<file path="config.mk">
export PLATFORM = sky130hd
export DESIGN_NAME = can_stuff_crc
export DESIGN_NICKNAME = d
export VERILOG_FILES = /design/src/rtl/can_stuff_crc.sv
export SDC_FILE = /design/constraint.sdc
export NUM_CORES = 1
export LEC_CHECK = 0
export ABC_AREA = 1
export CORE_MARGIN = 2
export CORE_UTILIZATION = 30
export CTS_BUF_LIST = sky130_fd_sc_hd__clkbuf_4 sky130_fd_sc_hd__clkbuf_8
export DETAILED_ROUTE_END_ITERATION = 6
export GPL_TIMING_DRIVEN = 0
export PLACE_DENSITY = 0.48
export SLEW_MARGIN = 20
export SYNTH_ARGS = -nofsm -noshare
export SYNTH_HDL_FRONTEND = slang
export SYNTH_SLANG_ARGS = --single-unit
</file>
<file path="constraint.sdc">
create_clock -name clk -period 3.85 [get_ports clk]
set_clock_uncertainty 0.15 [all_clocks]
set_input_delay 0.385 -clock clk [delete_from_list [all_inputs] [get_ports clk]]
set_output_delay 0.385 -clock clk [all_outputs]
set_load 0.01 [all_outputs]
</file>
<file path="src/rtl/can_stuff_crc.sv">
module can_stuff_crc #(
  parameter int CRC_W = 15,
  parameter logic [CRC_W-1:0] POLY = 15'h4599,
  parameter int RUN_LEN = 5
) (
  input  logic             clk,
  input  logic             rst_n,
  input  logic             frame_start,
  input  logic             tx_mode,
  input  logic             in_valid,
  input  logic             in_bit,
  input  logic             stuff_en,
  output logic             in_ready,
  output logic             out_valid,
  output logic             out_bit,
  output logic             stuff_err,
  output logic [CRC_W-1:0] crc,
  output logic             crc_ok
);

  localparam int RUN_W = $clog2(RUN_LEN + 1);
  localparam logic [RUN_W-1:0] RUN_MAX = RUN_W'(RUN_LEN);
  localparam logic [RUN_W-1:0] RUN_ONE = RUN_W'(1);

  logic [RUN_W-1:0] run_q, run_b, run_n, run_inc;
  logic             last_q, last_n;
  logic             pend_q, pend_b, pend_n;
  logic [CRC_W-1:0] crc_b, crc_n;
  logic             ov_n, ob_n, err_n;
  logic             same, tx_stuff, rx_stuff;

  function automatic logic [CRC_W-1:0] crc_step(input logic [CRC_W-1:0] c, input logic b);
    return {c[CRC_W-2:0], 1'b0} ^ ((b ^ c[CRC_W-1]) ? POLY : '0);
  endfunction

  assign run_b    = frame_start ? '0 : run_q;
  assign pend_b   = frame_start ? 1'b0 : pend_q;
  assign crc_b    = frame_start ? '0 : crc;
  assign same     = (run_b != '0) && (in_bit == last_q);
  assign run_inc  = same ? run_b + RUN_ONE : RUN_ONE;
  assign tx_stuff = tx_mode && pend_b;
  assign rx_stuff = !tx_mode && stuff_en && (run_b == RUN_MAX);
  assign in_ready = !(tx_mode && pend_q);
  assign crc_ok   = (crc == '0);

  always_comb begin
    run_n  = run_b;
    last_n = last_q;
    pend_n = pend_b;
    crc_n  = crc_b;
    ov_n   = 1'b0;
    ob_n   = out_bit;
    err_n  = 1'b0;
    if (in_valid) begin
      if (tx_stuff) begin
        ov_n   = 1'b1;
        ob_n   = !last_q;
        last_n = !last_q;
        run_n  = RUN_ONE;
        pend_n = 1'b0;
      end else if (rx_stuff) begin
        err_n  = (in_bit == last_q);
        last_n = in_bit;
        run_n  = RUN_ONE;
      end else if (stuff_en) begin
        ov_n   = 1'b1;
        ob_n   = in_bit;
        crc_n  = crc_step(crc_b, in_bit);
        last_n = in_bit;
        run_n  = run_inc;
        pend_n = tx_mode && (run_inc == RUN_MAX);
      end else begin
        ov_n   = 1'b1;
        ob_n   = in_bit;
        run_n  = '0;
        pend_n = 1'b0;
      end
    end
  end

  always_ff @(posedge clk or negedge rst_n) begin
    if (!rst_n) begin
      run_q     <= '0;
      last_q    <= 1'b1;
      pend_q    <= 1'b0;
      crc       <= '0;
      out_valid <= 1'b0;
      out_bit   <= 1'b1;
      stuff_err <= 1'b0;
    end else begin
      run_q     <= run_n;
      last_q    <= last_n;
      pend_q    <= pend_n;
      crc       <= crc_n;
      out_valid <= ov_n;
      out_bit   <= ob_n;
      stuff_err <= err_n;
    end
  end

  assert_run_bound_R2: assert property (@(posedge clk) disable iff (!rst_n)
    run_q <= RUN_MAX);

  assert_stall_emit_R2: assert property (@(posedge clk) disable iff (!rst_n)
    tx_mode && !in_ready && in_valid && !frame_start
    |=> out_valid && in_ready && (out_bit != $past(out_bit)));

  assert_stuff_no_crc_R3: assert property (@(posedge clk) disable iff (!rst_n)
    tx_mode && !in_ready && in_valid && !frame_start |=> $stable(crc));

  assert_rx_drop_R4: assert property (@(posedge clk) disable iff (!rst_n)
    !tx_mode && in_valid && stuff_en && (run_q == RUN_MAX) && !frame_start |=> !out_valid);

  assert_err_not_fwd_R5: assert property (@(posedge clk) disable iff (!rst_n)
    stuff_err |-> !out_valid);

  assert_bypass_R6: assert property (@(posedge clk) disable iff (!rst_n)
    in_valid && !stuff_en && in_ready && !frame_start
    |=> out_valid && (out_bit == $past(in_bit)) && $stable(crc) && (run_q == '0));

  assert_clear_R7: assert property (@(posedge clk) disable iff (!rst_n)
    frame_start && !in_valid |=> (crc == '0) && in_ready);

  assert_rx_ready_R11: assert property (@(posedge clk) disable iff (!rst_n)
    !tx_mode |-> in_ready);

endmodule

</file>
# Yosys cells after proc, flatten, opt, wreduce, memory -nomap -nowiden
# Cells that the tools add are included.
[totals]
reg_bits = 23
inputBits = 7
out_inout_bits = 20
elab_cells = 56
[op_classes]
addsub = 1
eq_ne = 4
n_mux = 28
bitwise_logic = 2
reduce_logical = 14
[op_table]
columns = ["cell", "count"]
rows = [
  ["two-way mux 15 bit", 6],
  ["two-way mux 3 bit", 6],
  ["two-way mux 1 bit", 16],
  ["logical NOT 15 bit", 1],
  ["XOR 15 bit", 1],
  ["== test 3 bit, second input constant", 2],
  ["logical AND 1 bit", 6],
  ["nonzero test 3 bit", 2],
  ["AND reduction 2 bit", 2],
  ["adder 3 x 1 -> 3 bit, second input constant", 1],
  ["logical NOT 1 bit", 3],
  ["!= test 2 bit, second input constant", 1],
  ["== test 1 bit", 1],
  ["XOR 1 bit", 1],
]

# Longest topological paths before layout
# Gate-level depths: netlist (run 1).
[logic_depth]
ltp_word = 10
mapped_depth = 14
mapped_depth_nobuf = 12

# Worst setup path after synthesis (run 1)
# No wires, ideal clock.
[synth_timing]
path_kind = "input -> register"
start = "in frame_start"
end = "reg run_q[1]"
setup_ns = 0.126
arrival_ns = 1.627
required_time_ns = 3.574
slack_ns = 1.947
stages = 12
path_buffers = 3
path_cell_list = "buf_6 -> inv_6 -> buf_2 -> nand2_1 -> inv_1 -> ha_1 -> inv_1 -> nor2_1 -> nand2_1 -> nand2_2 -> buf_6 -> o22ai_1"
[synth_via]
elab_chain_cells = 8
elab_cells_between_ends = 13
classes_between = "add/sub: 1; eq/ne: 1; mux: 7; reduce/logical: 4"
[synth_rtl]
columns = ["item", "line", "rtl"]
rows = [
  ["start: declaration", "8", "input logic frame_start,"],
  ["branches (longest 7 deep; another with adder 3 x 1 -> 3 bit)", "n/a", ""],
  ["two-way mux 3 bit *", "54", "if (in_valid) begin"],
  ["via run_n[1]", "25", "logic [RUN_W-1:0] run_q, run_b, run_n, run_inc;"],
  ["end signal: assignment", "91", "run_q <= run_n;"],
  ["end: declaration", "25", ""],
]
# Mark *: on every way through the listed nets, which the timed path passes.
# A chain may end at the register's enable or synchronous reset.

# Worst setup path in the final report (run 1)
[layout_timing]
start = "reg crc[3]"
end = "out crc_ok"
[layout_via]
elab_chain_cells = 1
[layout_rtl]
columns = ["item", "line", "rtl"]
rows = [
  ["start: declaration", "17", "output logic [CRC_W-1:0] crc,"],
  ["start signal: assignment", "94", "crc <= crc_n;"],
  ["logical NOT 15 bit", "44", "assign crc_ok = (crc == '0);"],
  ["end: declaration", "18", "output logic crc_ok"],
]
# Every way passes these cells.

==> flow_metrics.tcl, run 1 <==
set metrics [dict create \
    design.die.area_um2 4920 \
    synth_cell_type_count 23 \
    p_sw_frac 0.275 \
    clkSlewWorstSetupHoldPaths_ns 0.08 \
    fin_setup_tns_ns 0 \
    clk-insertion-delay-late_ns 0.26 \
    syn2layout_area_growth_pct 28.1 \
    num_rows 24 \
    final_antenna_net_count 0 \
    dominant_combinational_cell_family_by_area_after_synthesis "simple AND/OR/NAND/NOR gates" \
    crit_path_end_kind "output pin" \
    fin_hold_ws_ns 0.307 \
    cp_max_fo 3 \
    outcome "completed" \
    synthDominantCellAreaShare 0.400 \
    dpl-instance-area_um2 1620 \
    number_of_global_route_vias_before_repair 1057 \
    detail_route.iter0.violations 64 \
    seq_area_frac_synth 0.440 \
    power.net_switching_uw 146 \
    share_of_synthesized_flip_flops_with_an_asynchronous_set_or_reset 1.00 \
    finish.utilization 0.392 \
    tritoncts.num_buffers 3 \
    clockBufferDepth 2 \
    fmax_mhz 431 \
    vertical_extent_of_the_die_um 70.2 \
    worstMarginPinSlew_ns 0.533 \
    cap_violations 0 \
    synthSimpleGateAreaFrac 0.343 \
    syn-instance-count 176 \
    synth.ff_latch_count 23 \
    synthMostInstantiatedCell "sky130_fd_sc_hd__nand2_1" \
    start_util 0.306 \
    synth.cell_area_um2 1310 \
    finalCriticalPeriod_ns 2.32 \
    grt_remaining_overflow 0 \
    cts-htree-levels 1 \
    ff_latch_area_um2 578 \
    final_report_setup_violation_count 0 \
    layout-drive-gt1-share 0.0922 \
    core_box_area_um2 4290 \
    synth_warnings 0 \
    report.final.slew_viol_count 0 \
    power.clock.fraction 0.295 \
    final_hold_viol_count 0 \
    antennaDiodeCount 0 \
    detailroute.via_count 1147 \
    yosys-top-cells-count "sky130_fd_sc_hd__nand2_1 (60), sky130_fd_sc_hd__nor2_1 (24), sky130_fd_sc_hd__inv_1 (23)" \
    worst_setup_path_start_kind "flip-flop" \
    reg2reg_slack_ns 2.21 \
    min-delay-path-class "primary input to flip-flop" \
    synth_compound_area_frac 0.0667 \
    antenna_found_initial 0 \
    global_route.usage.total 0.133 \
    final_design_area_no_fill_um2 1680 \
    aggregate_routed_wire_length_um 2980 \
    num-nets-final 217 \
    post_synth.cell_area_avg_um2 7.46 \
    worst_ep_arrival_time_ns 1.79 \
    port_buffers 25 \
    grt_pass1_wl_um 5250 \
    power.ir.vdd_worst_mv 0.128 \
    post_synth_xor_area_fraction 0.0200 \
    synth.area.mux_share 0 \
    combinationalPowerShare 0.205 \
    setup_repair_after_global_routing_missed_its_margin "false" \
    timing.final.crit_share 0.603 \
    synth_edf_count 0 \
    dp.final_hpwl_um 2280 \
    post_cts_sizing_count 0 \
    yosys_most_used_dff "sky130_fd_sc_hd__dfrtp_1" \
    routed_wire_length_per_instance_um 11.6 \
    synthTopCellsByArea "sky130_fd_sc_hd__dfrtp_1 (40%), sky130_fd_sc_hd__nand2_1 (17%), sky130_fd_sc_hd__nor2_1 (6.9%)" \
    detail_route.first_pass.iterations 4 \
    dpl_worst_slack_ns 1.62 \
    r2r_cells 10 \
    mappedNetlistNets 186 \
    io-pin-count 27 \
    netlist.top_cell.by_area "sky130_fd_sc_hd__dfrtp_1" \
    synth-adder-area-share 0.0286 \
    power.internal_uw 385 \
    min_path_cells 4 \
    clock_sink_count 23 \
    drc_errors 0 \
    crit_type "flip-flop to output pin" \
    setup_slack_ns 1.53 \
    maxSlewHeadroom 0.645 \
    total_leakage_power_uw 0.000849 \
    largest_net_degree_at_the_start_of_global_routing 24 \
    post_drt_via_cell_ratio 4.45 \
    tritoncts "built" \
    multiInputGateArea_um2 602 \
    ctsRootBufferMaster "sky130_fd_sc_hd__clkbuf_8" \
    die-width_um 70.2 \
    gp_congestion 0.819 \
    cellPowerDensity_nw_per_um2 315 \
    seqPwrFrac 0.499 \
    fill_cells 449 \
    required_ns 3.31 \
]
## flip-flops by register name, summed over array words and instances (netlist names)
| signal | count |
|---|---|
| out_valid | 1 |
| out_bit | 1 |
| pend_q | 1 |
| last_q | 1 |
| stuff_err | 1 |
| run_q | 3 |
| crc | 15 |
## final timing paths
check                               startpoint                  end
min                                frame_start     crc[8]$_DFF_PN0_
min reg2reg                out_bit$_DFFE_PN1P_  out_bit$_DFFE_PN1P_
max reg2reg                 run_q[0]$_DFF_PN0_     crc[2]$_DFF_PN0_
min in group asynchronous                rst_n     crc[2]$_DFF_PN0_
max in group asynchronous                rst_n  out_bit$_DFFE_PN1P_
max                           crc[3]$_DFF_PN0_               crc_ok
## placed cells by master, fill, tap and decap left out, drive strengths merged
master and instances:
nand2 63, nor2 26, clkdlybuf4s50 24, inv 24, dfrtp 21, o21ai 13, nand3 9, buf 5
clkbuf 4, xor2 3, ha 3, o22ai 2, a21oi 2, nor4 2, dfstp 2, nor3 1
nand4 1, dlygate4sd3 1
## power groups by stage
stage               clock (µW)  combinational, µW  sequential, µW
CTS                        167                111             265
detailed placement           0                110             270
floorplan                    0               54.8             273
finish                     157                109             265
global placement             0                110             270
global route               180                122             267
## cells by family (layout without fill, tap and decap cells)
group | Yosys count | after routing
buffers and inverters | 28 | 58
DFF | 23 | 23
adders and majority gates | 3 | 3
and+or+nand+nor | 102 | 102
xor gates and xnor gates | 3 | 3
AOI/OAI and AO/OA | 17 | 17
## layout make-up
cell class,instances,area share
Multi-Input combinational cell,125,0.358
Inverter,24,0.0565
Timing Repair Buffer,26,0.152
Tap cell,52,0.0387
Buffer,4,0.0230
Clock buffer,4,0.0290
Sequential cell,23,0.343
## through the flow
stage                     std cells  total power (µW)
after floorplan                 176               328
after global placement          253               380
after detailed placement        253               380
after CTS                       258               543
after global routing            258               569
final                           258               531
## what timing repair did
action | in CTS | in global routing
hold buffers | 1 | 0
endpoints found under the hold margin | 21 | 0
buffers inserted | 0 | 0
## critical path: stages, from the launching register on
cell and delay [ns]:
sky130_fd_sc_hd__dfrtp_1 0.41, sky130_fd_sc_hd__nor4_1 0.38, sky130_fd_sc_hd__nand2_1 0.11, sky130_fd_sc_hd__nor2_1 0.10, sky130_fd_sc_hd__clkdlybuf4s50_1 0.54
## metal layers
| metal | wire length, µm | global-route usage | vias to the layer above |
|---|---|---|---|
| li1 | - | - | 602 |
| met1 | 1450 | 0.174 | 516 |
| met2 | 1400 | 0.232 | 25 |
| met3 | 106 | 0.0245 | 4 |
| met4 | 24 | 0.0256 | 0 |
| met5 | 0 | 0 | - |
(Power assumes the default switching activity.)
==> run 2, diff against run 1 <==
==> constraint.sdc (replaced) <==
create_clock -name clk -period 2.2 [get_ports clk]
set_clock_uncertainty 0.15 [all_clocks]
set_input_delay 0.22 -clock clk [delete_from_list [all_inputs] [get_ports clk]]
set_output_delay 0.22 -clock clk [all_outputs]
set_load 0.01 [all_outputs]
==> run 2 against run 1 <==
Effect of this change: setup slack got worse by 1.4 ns; wire length rose by 1.7%; sequential share of layout area fell by 0.25 points; clock power rose by 75%; worst hold slack got worse by 0.17 ns; total power rose by 76%; combinational power rose by 77%; critical path type unchanged.
==> flow_metrics.tcl, run 2 (synthesis gave the netlist of run 1 again) <==
set metrics [dict create \
    detail_route.first_pass.iterations 4 \
    required_ns 1.83 \
    number_of_global_route_vias_before_repair 1057 \
    cts-htree-levels 1 \
    outcome "completed" \
    final_antenna_net_count 0 \
    power.ir.vdd_worst_mv 0.225 \
    dpl_worst_slack_ns 0.133 \
    clock_sink_count 23 \
    crit_type "flip-flop to output pin" \
    worst_setup_path_start_kind "flip-flop" \
    grt-busiest-layer "met2" \
    combinationalPowerShare 0.207 \
    dp.final_hpwl_um 2280 \
    clockBufferDepth 2 \
    final_hold_viol_count 0 \
    layout-drive-gt1-share 0.102 \
    grtUsageMet2 0.232 \
    worst_path_largest_cell_delay_ns 0.53 \
    global_route.usage.total 0.133 \
    drc_errors 0 \
    tritoncts "built" \
    io-pin-count 27 \
    detailroute.via_count 1148 \
    multiInputGateArea_um2 614 \
    met1_capacity_usage_during_global_routing 0.174 \
    ctsRootBufferMaster "sky130_fd_sc_hd__clkbuf_8" \
    clk-insertion-delay-late_ns 0.26 \
    start_util 0.306 \
    finalCriticalPeriod_ns 2.09 \
    aggregate_routed_wire_length_um 3040 \
    grt_pass1_wl_um 5250 \
    setup_repair_after_global_routing_missed_its_margin "false" \
    seqPwrFrac 0.499 \
    cellPowerDensity_nw_per_um2 550 \
    crit_path_end_kind "output pin" \
    groute.layer.met3.usage 0.0245 \
    setup_slack_ns 0.112 \
    worst_path_dominant_cell_family "buffers and inverters" \
    maxSlewHeadroom 0.631 \
    cp_num_buf_inv 1 \
    min-delay-path-class "primary input to flip-flop" \
    largest_register "crc" \
    power.net_switching_uw 258 \
    post_drt_via_cell_ratio 4.45 \
    antenna_found_initial 0 \
    mostFrequentLayoutCell "sky130_fd_sc_hd__nand2_1" \
    core_box_area_um2 4290 \
    layout_top_registers "crc: 15 flops, run_q: 3 flops" \
    report.final.slew_viol_count 0 \
    largest_reg_flops 15 \
    cp_slowest_cell "sky130_fd_sc_hd__clkdlybuf4s50_1" \
    design.die.area_um2 4920 \
    vertical_extent_of_the_die_um 70.2 \
    gp_congestion 0.819 \
    power.clock.fraction 0.295 \
    ff_latch_area_um2 578 \
    die-width_um 70.2 \
    fill_cells 451 \
    final_cell_mix "sky130_fd_sc_hd__nand2_1 (60), sky130_fd_sc_hd__nor2_1 (24), sky130_fd_sc_hd__clkdlybuf4s50_1 (24)" \
    timing.final.crit_share 0.949 \
    largest_net_degree_at_the_start_of_global_routing 24 \
    final_report_setup_violation_count 0 \
    p_sw_frac 0.276 \
    power.internal_uw 675 \
    worst_ep_arrival_time_ns 1.72 \
    routed_wire_length_per_instance_um 11.8 \
    syn2layout_area_growth_pct 29.0 \
    cap_violations 0 \
    clkSlewWorstSetupHoldPaths_ns 0.08 \
    worstMarginPinSlew_ns 0.553 \
    crit_path_cell_trace "nor4_2 > nand2_1 > nor2_1 > clkdlybuf4s50_1" \
    total_leakage_power_uw 0.000851 \
    num_rows 24 \
    antennaDiodeCount 0 \
    tritoncts.num_buffers 3 \
    cp_max_fo 4 \
    grt_remaining_overflow 0 \
    fmax_mhz 479 \
    port_buffers 25 \
    num-nets-final 217 \
    fin_setup_tns_ns 0 \
    detail_route.iter0.violations 59 \
]
run 2: cell counts in the layout (fill, tap and decap cells not counted):
No cell type changed its count.
run 2: tightest hold or removal path: cells and delay by family:
kind / cells / cell delay, ns
buffers and inverters: 1 / 0.13
and+or+nand+nor: 3 / 0.17
run 2: cell type report:
| cell class | count | share of cell area |
|---|---|---|
| flip-flops and latches | 23 | 0.341 |
| inverters | 24 | 0.0561 |
| multi-input cells | 125 | 0.362 |
| plain buffers | 4 | 0.0229 |
| repair buffers | 26 | 0.151 |
| well taps | 52 | 0.0384 |
| clock buffers | 4 | 0.0288 |
run 2: path summary, 6_finish.rpt:
path	cells past startpoint	slack [ns]	endpoint	startpoint
max in group asynchronous	2	1.20	out_bit$_DFFE_PN1P_	rst_n
hold / removal	4	0.14	crc[8]$_DFF_PN0_	frame_start
min in group asynchronous	2	0.33	crc[2]$_DFF_PN0_	rst_n
setup / recovery	4	0.11	crc_ok	crc[0]$_DFF_PN0_
hold reg to reg	2	0.32	out_bit$_DFFE_PN1P_	out_bit$_DFFE_PN1P_
setup reg to reg	10	0.56	crc[2]$_DFF_PN0_	run_q[0]$_DFF_PN0_
run 2: metrics by stage:
step	cells	utilization	power, µW	hold slack, ns	cell area [µm²]
floorplan	176	-	574	-0.226	1310
detailed placement	253	0.378	665	0.0967	1620
global route	258	0.395	999	0.159	1700
CTS	258	0.392	950	0.132	1680
finish	258	0.395	933	0.142	1700
global placement	253	0.379	664	0.306	1630
run 2: metal layers:
metal / up-vias / share of wire
met3: 4 / 0.034
met1: 519 / 0.49
met5: - / 0
li1: 602 / -
met2: 23 / 0.47
met4: 0 / 0.0079
run 2: repair_timing:
item | in CTS | in global routing
setup endpoints to repair | 0 | 1
hold buffers | 1 | 0
endpoints found under the hold margin | 21 | 0
gates resized for setup | 0 | 2
buffers inserted | 0 | 0
run 2: power by group through the flow:
stage               sequential, µW  combinational (µW)  clock [µW]
floorplan                      479                95.9           0
global placement               472                 193           0
detailed placement             472                 193           0
CTS                            464                 195         292
global route                   469                 215         315
finish                         465                 193         275
